**config.mk**
```make
export PLATFORM = sky130hd
export DESIGN_NAME = tsel_top
export DESIGN_NICKNAME = d
export VERILOG_FILES = /design/src/rtl/tsel_pkg.sv /design/src/rtl/tsel_settle_timer.sv /design/src/rtl/tsel_pair_pool.sv /design/src/rtl/tsel_verdict.sv /design/src/rtl/tsel_top.sv
export SDC_FILE = /design/constraint.sdc
export NUM_CORES = 1
export LEC_CHECK = 0
export BUFFER_PORTS_ARGS = -buffer_cell sky130_fd_sc_hd__clkbuf_2
export CAP_MARGIN = 30
export CELL_PAD_IN_SITES_DETAIL_PLACEMENT = 0
export CELL_PAD_IN_SITES_GLOBAL_PLACEMENT = 1
export CORE_MARGIN = 2
export CORE_UTILIZATION = 37
export DETAILED_ROUTE_END_ITERATION = 8
export PLACE_DENSITY = 0.73
export SLEW_MARGIN = 20
export SYNTH_ARGS = -nofsm -noshare
export SYNTH_HDL_FRONTEND = slang
export SYNTH_SLANG_ARGS = --single-unit
```
**constraint.sdc**
```tcl
create_clock -name clk -period 1.4 [get_ports clk]
set_input_delay 0.14 -clock clk [delete_from_list [all_inputs] [get_ports clk]]
set_output_delay 0.14 -clock clk [all_outputs]
set_load 0.005 [all_outputs]
```
**src/rtl/tsel_pkg.sv**
```systemverilog
package tsel_pkg;
  typedef enum logic [1:0] {
    ST_IDLE    = 2'd0,
    ST_MEAS_UP = 2'd1,
    ST_MEAS_DN = 2'd2
  } tsel_state_e;
endpackage

```
**src/rtl/tsel_settle_timer.sv**
```systemverilog
module tsel_settle_timer #(
  parameter int CNT_W = 4
) (
  input  logic             clk,
  input  logic             rst,
  input  logic             clr,
  input  logic             run,
  input  logic [CNT_W-1:0] limit,
  output logic             expired
);
  logic [CNT_W-1:0] cnt;

  assign expired = run && (cnt == limit);

  always_ff @(posedge clk) begin
    if (rst || clr) cnt <= '0;
    else if (run && cnt != limit) cnt <= cnt + 1'b1;
  end

  // the counter never climbs past the limit while the limit holds still
  p_cnt_bound_r5: assert property (@(posedge clk) disable iff (rst)
    (run && !clr && $stable(limit) && cnt <= limit) |=> (cnt <= limit));
endmodule

```
**src/rtl/tsel_pair_pool.sv**
```systemverilog
module tsel_pair_pool #(
  parameter int NUM_PAIRS = 8,
  parameter int IDX_W     = $clog2(NUM_PAIRS)
) (
  input  logic             clk,
  input  logic             rst,
  input  logic             load,
  input  logic             take,
  output logic [IDX_W-1:0] next_idx,
  output logic             empty
);
  localparam int PTR_W = IDX_W + 1;
  localparam logic [PTR_W-1:0] FIRST_FREE = PTR_W'(2);
  localparam logic [PTR_W-1:0] LIMIT      = PTR_W'(NUM_PAIRS);

  logic [PTR_W-1:0] ptr;

  assign next_idx = ptr[IDX_W-1:0];
  assign empty    = (ptr >= LIMIT);

  always_ff @(posedge clk) begin
    if (rst)                ptr <= FIRST_FREE;
    else if (load)          ptr <= FIRST_FREE;
    else if (take && !empty) ptr <= ptr + 1'b1;
  end

  // the pointer only moves forward inside a run and never passes the bank end
  p_ptr_range_r3: assert property (@(posedge clk) disable iff (rst)
    ptr <= LIMIT);
  p_ptr_forward_r3: assert property (@(posedge clk) disable iff (rst)
    (!load && !take) |=> $stable(ptr));
endmodule

```
**src/rtl/tsel_verdict.sv**
```systemverilog
module tsel_verdict (
  input  logic clk,
  input  logic rst,
  input  logic capture,
  input  logic cmp_in,
  output logic flipped
);
  logic ref_q;

  always_ff @(posedge clk) begin
    if (rst)          ref_q <= 1'b0;
    else if (capture) ref_q <= cmp_in;
  end

  assign flipped = ref_q ^ cmp_in;
endmodule

```
**src/rtl/tsel_top.sv**
```systemverilog
module tsel_top #(
  parameter int NUM_PAIRS = 8,
  parameter int CNT_W     = 4,
  parameter int IDX_W     = $clog2(NUM_PAIRS)
) (
  input  logic             clk,
  input  logic             rst,
  input  logic             start,
  input  logic [CNT_W-1:0] settle_len,
  input  logic             cmp_in,
  output logic [IDX_W-1:0] sel_a,
  output logic [IDX_W-1:0] sel_b,
  output logic             swap_b,
  output logic [IDX_W-1:0] winner,
  output logic             done
);
  import tsel_pkg::*;

  tsel_state_e      state;
  logic             expired, flipped, empty;
  logic             load, take, capture, tmr_clr, tmr_run;
  logic [IDX_W-1:0] next_idx, survivor;

  assign load     = (state == ST_IDLE) && start;
  assign capture  = (state == ST_MEAS_UP) && expired;
  assign take     = (state == ST_MEAS_DN) && expired && !empty;
  assign tmr_clr  = load || expired;
  assign tmr_run  = (state != ST_IDLE);
  assign survivor = flipped ? sel_a : sel_b;

  tsel_settle_timer #(.CNT_W(CNT_W)) u_timer (
    .clk(clk), .rst(rst), .clr(tmr_clr), .run(tmr_run),
    .limit(settle_len), .expired(expired)
  );

  tsel_pair_pool #(.NUM_PAIRS(NUM_PAIRS), .IDX_W(IDX_W)) u_pool (
    .clk(clk), .rst(rst), .load(load), .take(take),
    .next_idx(next_idx), .empty(empty)
  );

  tsel_verdict u_verdict (
    .clk(clk), .rst(rst), .capture(capture), .cmp_in(cmp_in), .flipped(flipped)
  );

  always_ff @(posedge clk) begin
    if (rst) begin
      state  <= ST_IDLE;
      sel_a  <= '0;
      sel_b  <= '0;
      swap_b <= 1'b0;
      winner <= '0;
      done   <= 1'b0;
    end else begin
      case (state)
        ST_IDLE: if (start) begin
          sel_a  <= '0;
          sel_b  <= IDX_W'(1);
          swap_b <= 1'b0;
          done   <= 1'b0;
          state  <= ST_MEAS_UP;
        end
        ST_MEAS_UP: if (expired) begin
          swap_b <= 1'b1;
          state  <= ST_MEAS_DN;
        end
        ST_MEAS_DN: if (expired) begin
          swap_b <= 1'b0;
          if (empty) begin
            winner <= survivor;
            sel_a  <= survivor;
            done   <= 1'b1;
            state  <= ST_IDLE;
          end else begin
            if (flipped) sel_b <= next_idx;
            else         sel_a <= next_idx;
            state <= ST_MEAS_UP;
          end
        end
        default: state <= ST_IDLE;
      endcase
    end
  end

  // the two candidate slots never point at the same pair during a run
  p_slots_distinct_r2: assert property (@(posedge clk) disable iff (rst)
    (state != ST_IDLE) |-> (sel_a != sel_b));
  // polarity swap only during the second measurement phase
  p_swap_phase_r4: assert property (@(posedge clk) disable iff (rst)
    swap_b |-> (state == ST_MEAS_DN));
  // done is only ever shown while the controller is idle
  p_done_idle_r7: assert property (@(posedge clk) disable iff (rst)
    done |-> (state == ST_IDLE));
  // the chosen pair is held while idle without a start
  p_hold_winner_r1: assert property (@(posedge clk) disable iff (rst)
    ((state == ST_IDLE) && !start) |=> ($stable(winner) && $stable(sel_a)));
  // a start during a run does not restart the bank
  p_start_ignored_r8: assert property (@(posedge clk) disable iff (rst)
    ((state == ST_MEAS_UP) && !expired) |=> ($stable(sel_a) && $stable(sel_b)));
endmodule

```
==> results of run 1 <==
[synthesized netlist by cell type, types with 2 or more instances]
cell type,n,area share [%]
a211oi_1,3,1.9
nand3_1,3,1.3
inv_1,4,1.3
mux2i_1,7,6.0
nand2_1,14,4.5
a31oi_1,5,2.7
o211ai_1,2,1.3
buf_2,3,1.3
xnor2_1,2,1.5
clkbuf_1,3,0.96
and3_1,2,1.1
nor2b_1,3,1.6
nor2_1,6,1.9
nand3b_1,2,1.3
xnor2_2,2,2.8
a211o_1,4,3.0
o21ai_0,5,2.1
nand4_1,3,1.6
a21oi_1,11,4.7
ha_1,3,3.2
dfxtp_1,22,37
[area by class of cell]
cell class / instances / area share (%)
flip-flops and latches: 22 / 28.3
well taps: 44 / 3.45
multi-input cells: 98 / 46.4
inverters: 4 / 0.941
clock buffers: 3 / 1.41
repair buffers: 47 / 19.5
[metal layers]
layer	share of wire (%)	vias up
li1	-	570
met2	49	26
met3	3.4	5
met1	46	562
met4	1.5	0
met5	0	-
[cell families (layout without fill, tap and decap cells)]
kind of cell,count (synthesis),count (layout)
flip-flops,22,22
adder cells (fa/ha/maj),3,3
multiplexers,7,7
AND/OR/NAND/NOR,45,45
XOR/XNOR,5,5
buffers and inverters,12,54
AO/OA/AOI/OAI,38,38
[power by group]
part | switching (mW) | internal (mW) | total (mW)
sequential | 0.0103 | 0.634 | 0.645
clock | 0.194 | 0.101 | 0.295
combinational | 0.0990 | 0.0997 | 0.199
[placed cells by master, fill, tap and decap left out, types with 2 or more instances in the layout]
cell,count
clkbuf_2,18
o211ai_1,2
a21oi_2,2
buf_4,28
a211oi_2,2
a211o_1,4
clkbuf_4,3
dfxtp_1,15
nand2_1,14
a21oi_1,9
a31oi_1,5
nand3_1,3
xnor2_2,4
nor2b_1,3
nand4_1,3
nand3b_1,2
o21ai_0,5
inv_1,4
dfxtp_2,6
nor2_1,6
mux2i_1,6
ha_1,3
[sequential cells by signal (all words and copies together), names as in the netlist]
register         count
u_pool.ptr           4
u_timer.cnt          4
sel_a                3
sel_b                3
winner               3
state                2
done                 1
swap_b               1
u_verdict.ref_q      1
[per-stage QoR]
stage	hold WS, ns	TNS [ns]
2_1_floorplan	0.279	0
3_3_place_gp	0.406	-0.458
3_5_place_dp	0.425	-0.911
4_1_cts	0.0800	-0.0311
5_1_grt	0.0796	-0.336
6_report	0.0776	-0.0306
[path summary, 6_finish.rpt]
path / to / cells after the start / start / slack [ns]
worst min-delay path: u_verdict.ref_q / 3 / cmp_in / 0.08
worst max-delay path: u_pool.ptr[2] / 5 / u_timer.cnt[0] / -0.03
worst min register to register: done / 1 / done / 0.48
worst max register to register: u_pool.ptr[2] / 5 / u_timer.cnt[0] / -0.03
[tightest hold or removal path: stages]
cell,delay (ns)
clkbuf_2,0.11
nand2_1,0.06
mux2i_1,0.05
[repair_timing]
item / in CTS / in global routing
setup buffers: 0 / 1
endpoints found under the setup margin: 20 / 16
hold endpoints to repair: 0 / 0
pin swaps: 3 / 8
resized for setup: 6 / 13
==> results.ini, run 1 <==
[outcome]
status = finished, violations left
violations = setup timing

[drt]
drc = 0
avgRoutedWirePerCell_um = 14.1
drt-initial-drc-count = 57
wl_mm = 3.07
vias = 1163
via_per_inst = 5.33
first_pass_iters = 4
ant_nets = 0

[die]
io_pins = 19
dieArea_um2 = 3650
die_w_um = 60.4
design.core.area_um2 = 3030
die_y_um = 60.4
rows = 20
start_util_pct = 38.9

[sta]
fmax_mhz = 699
hold_viol = 0
worst_pin_slew_ns = 0.382
fin_crit_sh_pct = 102
setup_viol = 1
relSlewSlack_pct = 74.4
postLayoutSetupSlackWorst_ns = -0.0306
rsz0062_at_grt = true
fin_crit_ns = 1.43
final_max_slew_viol_count = 0
skew_ns = 0.0122

[synthesis]
ys_types = 44
synth_top_family_by_area = compound AO/OA/AOI/OAI gates
syn_nets = 143
avgSynthCellArea_um2 = 8.92
synth-xor-area-share_pct = 5.63
synthArstFlopShare_pct = 0
syn_area_um2 = 1180
synth-simple-area-share_pct = 21.0
syn-instance-count = 132
synth-compound-area-share_pct = 21.7
ys.flop_type = dfxtp_1
ys_seq_area_share_pct = 37.4
synth-seq-cells = 22
synth.area.mux_share_pct = 5.95
synth_edf_count = 0
synth_warnings = 0
synth-adder-area-share_pct = 3.19

[critical_path]
path_cells = xnor2_2 > buf_4 > nand4_4 > or4_1 > a21oi_1
cp.arrival_ns = 1.69
cp.required_ns = 1.66
cpPeakStageDelay_ns = 0.47
cpMaxStageDelayCell = or4_1
critical_path_buf_inv_count = 1
worst_setup_path_start_kind = flip-flop
cp-end-kind = flip-flop
critPathKind = reg2reg
critPathTopFamily = simple AND/OR/NAND/NOR gates
worstPathMaxFanout = 2

[grt]
overflow = 0
grt_usage_pct = 18.4
use_met3_pct = 2.56
grt_util_met1_pct = 24.2
grt_max_degree = 14
antenna_found_initial = 0
top_usage_layer = met2
grt_pass1_wl_mm = 5.00
grt_pass1_vias = 1137
gr-usage-met2_pct = 30.7

[cells_and_area]
nets = 187
multiInputGateArea_um2 = 739
final_cells = 218
seqCellArea_um2 = 452
drive_gt1_share_pct = 43.7
nFillCells = 288
diodes = 0
area_growth_pct = 35.5
fin_area_um2 = 1600
final_core_util_pct = 52.7

[clocking]
clock-sinks = 22
tritoncts = built
cts.htree.levels = 1
insertion_delay_ns = 0.32
root_buffer = clkbuf_4
clk_pin_slew_ns = 0.13
cts.path.max_buffers = 2
cts_hold_buf = 0
cts_made_buffers = 3

[placed_design]
place.gp.congestion = 0.871
dp.cells = 214
place_area_um2 = 1510
dp_slack_ns = -0.113
portBuffers = 18
hpwl_mm = 2.37

[worst_hold_path]
min_path_type = in2reg

[power]
p_leak_nw = 0.673
peakVddDrop_uv = 257
powerDensity_nw_per_um2 = 714
power.total_mw = 1.14

[flow_run]
maxCapViolCount = 0

(Power assumes the default switching activity.)
==> run 2, diff against run 1 <==
--- a/config.mk
+++ b/config.mk
@@ -13,6 +13,7 @@
 export CORE_UTILIZATION = 37
 export DETAILED_ROUTE_END_ITERATION = 8
 export PLACE_DENSITY = 0.73
+export RECOVER_POWER = 50
 export SLEW_MARGIN = 20
 export SYNTH_ARGS = -nofsm -noshare
 export SYNTH_HDL_FRONTEND = slang
==> constraint.sdc (replaced) <==
create_clock -name clk -period 1.2 [get_ports clk]
set_input_delay 0.12 -clock clk [delete_from_list [all_inputs] [get_ports clk]]
set_output_delay 0.12 -clock clk [all_outputs]
set_load 0.005 [all_outputs]
==> run 2 against run 1 <==
  * The flow still finishes with violations (setup timing)
  * Combinational power rose by 40%
  * Flip-flop and latch count did not move
  * Register-to-register slack got worse by 0.14 ns
  * Clock power rose by 100%
  * Critical path type unchanged
  * Critical endpoint unchanged
==> results.ini, run 2 (synthesis gave the netlist of run 1 again) <==
[sta]
fin_crit_ns = 1.37
final_max_slew_viol_count = 0
skew_ns = 0.0131
postLayoutSetupSlackWorst_ns = -0.167
rsz0062_at_grt = true
hold_viol = 0
fin_crit_sh_pct = 114
tns_ns = -1.52
fmax_mhz = 731
hold_ws_ns = 0.0492
setup_viol = 19
relSlewSlack_pct = 84.3
worst_pin_slew_ns = 0.229

[clocking]
cts_hold_buf = 0
root_buffer = clkbuf_4
tritoncts = built
clock-sinks = 22
insertion_delay_ns = 0.33
cts.path.max_buffers = 2
cts.htree.levels = 1
clk_pin_slew_ns = 0.14
cts_made_buffers = 3

[placed_design]
place.gp.congestion = 0.828
dp.cells = 221
hpwl_mm = 2.42
place_area_um2 = 1600
dp_slack_ns = -0.193
portBuffers = 18

[power]
switchingPower_mw = 0.400
power.total_mw = 1.62
p_leak_nw = 0.763
powerDensity_nw_per_um2 = 896
seqPwrFrac_pct = 46.3
peakVddDrop_uv = 593
clkPwrFrac_pct = 36.5
pwr-share-comb_pct = 17.2
p_int_mw = 1.22
sw_frac_of_total_pct = 24.6

[die]
die_w_um = 60.4
dieArea_um2 = 3650
design.core.area_um2 = 3030
die_y_um = 60.4
rows = 20
io_pins = 19
start_util_pct = 38.9

[critical_path]
cpPeakStageDelay_ns = 0.49
cp.arrival_ns = 1.65
cp.required_ns = 1.48
cp-end-kind = flip-flop
worstPathMaxFanout = 5
path_cells = and2b_2 > nand2b_1 > or4_1 > a21oi_2
critPathTopFamily = simple AND/OR/NAND/NOR gates
cpMaxStageDelayCell = or4_1
critical_path_buf_inv_count = 0
worst_setup_path_start_kind = flip-flop
critPathKind = reg2reg

[cells_and_area]
layout_commonest_cell = buf_4
nFillCells = 262
final_core_util_pct = 59.9
nets = 199
layout_common_cells = 33 x buf_4, 14 x dfxtp_1, 14 x clkbuf_2
fin_area_um2 = 1810
diodes = 0
seqCellArea_um2 = 450
top_regs = u_pool.ptr x4, u_timer.cnt x4
multiInputGateArea_um2 = 817
final_cells = 231
drive_gt1_share_pct = 51.3
area_growth_pct = 54.0

[drt]
vias = 1193
ant_nets = 0
drt-initial-drc-count = 59
drc = 0
first_pass_iters = 4
avgRoutedWirePerCell_um = 14.9
wl_mm = 3.44
via_per_inst = 5.16

[worst_hold_path]
min_path_type = in2reg

[outcome]
status = finished, violations left
violations = setup timing

[grt]
grt_pass1_wl_mm = 5.80
grt_max_degree = 14
grt_usage_pct = 21.7
antenna_found_initial = 0
grt_pass1_vias = 1255
overflow = 0

[flow_run]
maxCapViolCount = 0

==> run 2: cell count changes in the layout (fill, tap and decap cells not counted), sizes merged <==
cell	previous run	this run
buf	29	41
bufinv	0	1
==> run 2: worst register-to-register path, stage by stage, from the launching register on <==
cell and delay, ns:
dfxtp_2 0.35, and2b_2 0.27, nand2b_1 0.09, or4_1 0.49
a21oi_2 0.13
==> run 2: power groups by stage <==
| stage | sequential [mW] | clock (mW) | combinational [mW] |
|---|---|---|---|
| floorplan | 0.766 | 0 | 0.132 |
| global placement | 0.768 | 0 | 0.225 |
| detailed placement | 0.768 | 0 | 0.229 |
| CTS | 0.752 | 0.594 | 0.266 |
| global route | 0.754 | 0.632 | 0.300 |
| finish | 0.752 | 0.593 | 0.279 |
==> run 2: area by class of cell <==
| type | instances | area share (%) |
|---|---|---|
| multi-input cells | 98 | 45.1 |
| flip-flops and latches | 22 | 24.8 |
| repair buffers | 59 | 23.3 |
| well taps | 44 | 3.04 |
| clock inverters | 1 | 1.66 |
| clock buffers | 3 | 1.24 |
| inverters | 4 | 0.828 |
==> run 2: path summary, 6_finish.rpt <==
kind                   startpoint         endpoint  slack (ns)  cells past startpoint
hold reg to reg   u_verdict.ref_q  u_verdict.ref_q        0.48                      2
hold / removal             cmp_in  u_verdict.ref_q        0.05                      3
setup / recovery         state[0]    u_pool.ptr[2]       -0.17                      4
setup reg to reg         state[0]    u_pool.ptr[2]       -0.17                      4
==> run 2: routing by layer <==
layer / share of wire, % / wire length, µm / global-route usage (%) / up-vias
met3: 3.3 / 113 / 5.33 / 6
met5: 0 / 0 / 0 / -
met1: 41 / 1410 / 24.3 / 568
met4: 1.5 / 50 / 6.52 / 0
li1: - / - / - / 590
met2: 54 / 1870 / 40.4 / 29
==> run 2: timing repair <==
action	in CTS	in global routing
endpoints found under the hold margin	0	0
pin swaps	15	7
buffers inserted	6	0
gates cloned	0	0
resized for setup	21	11
setup endpoints to repair	21	22
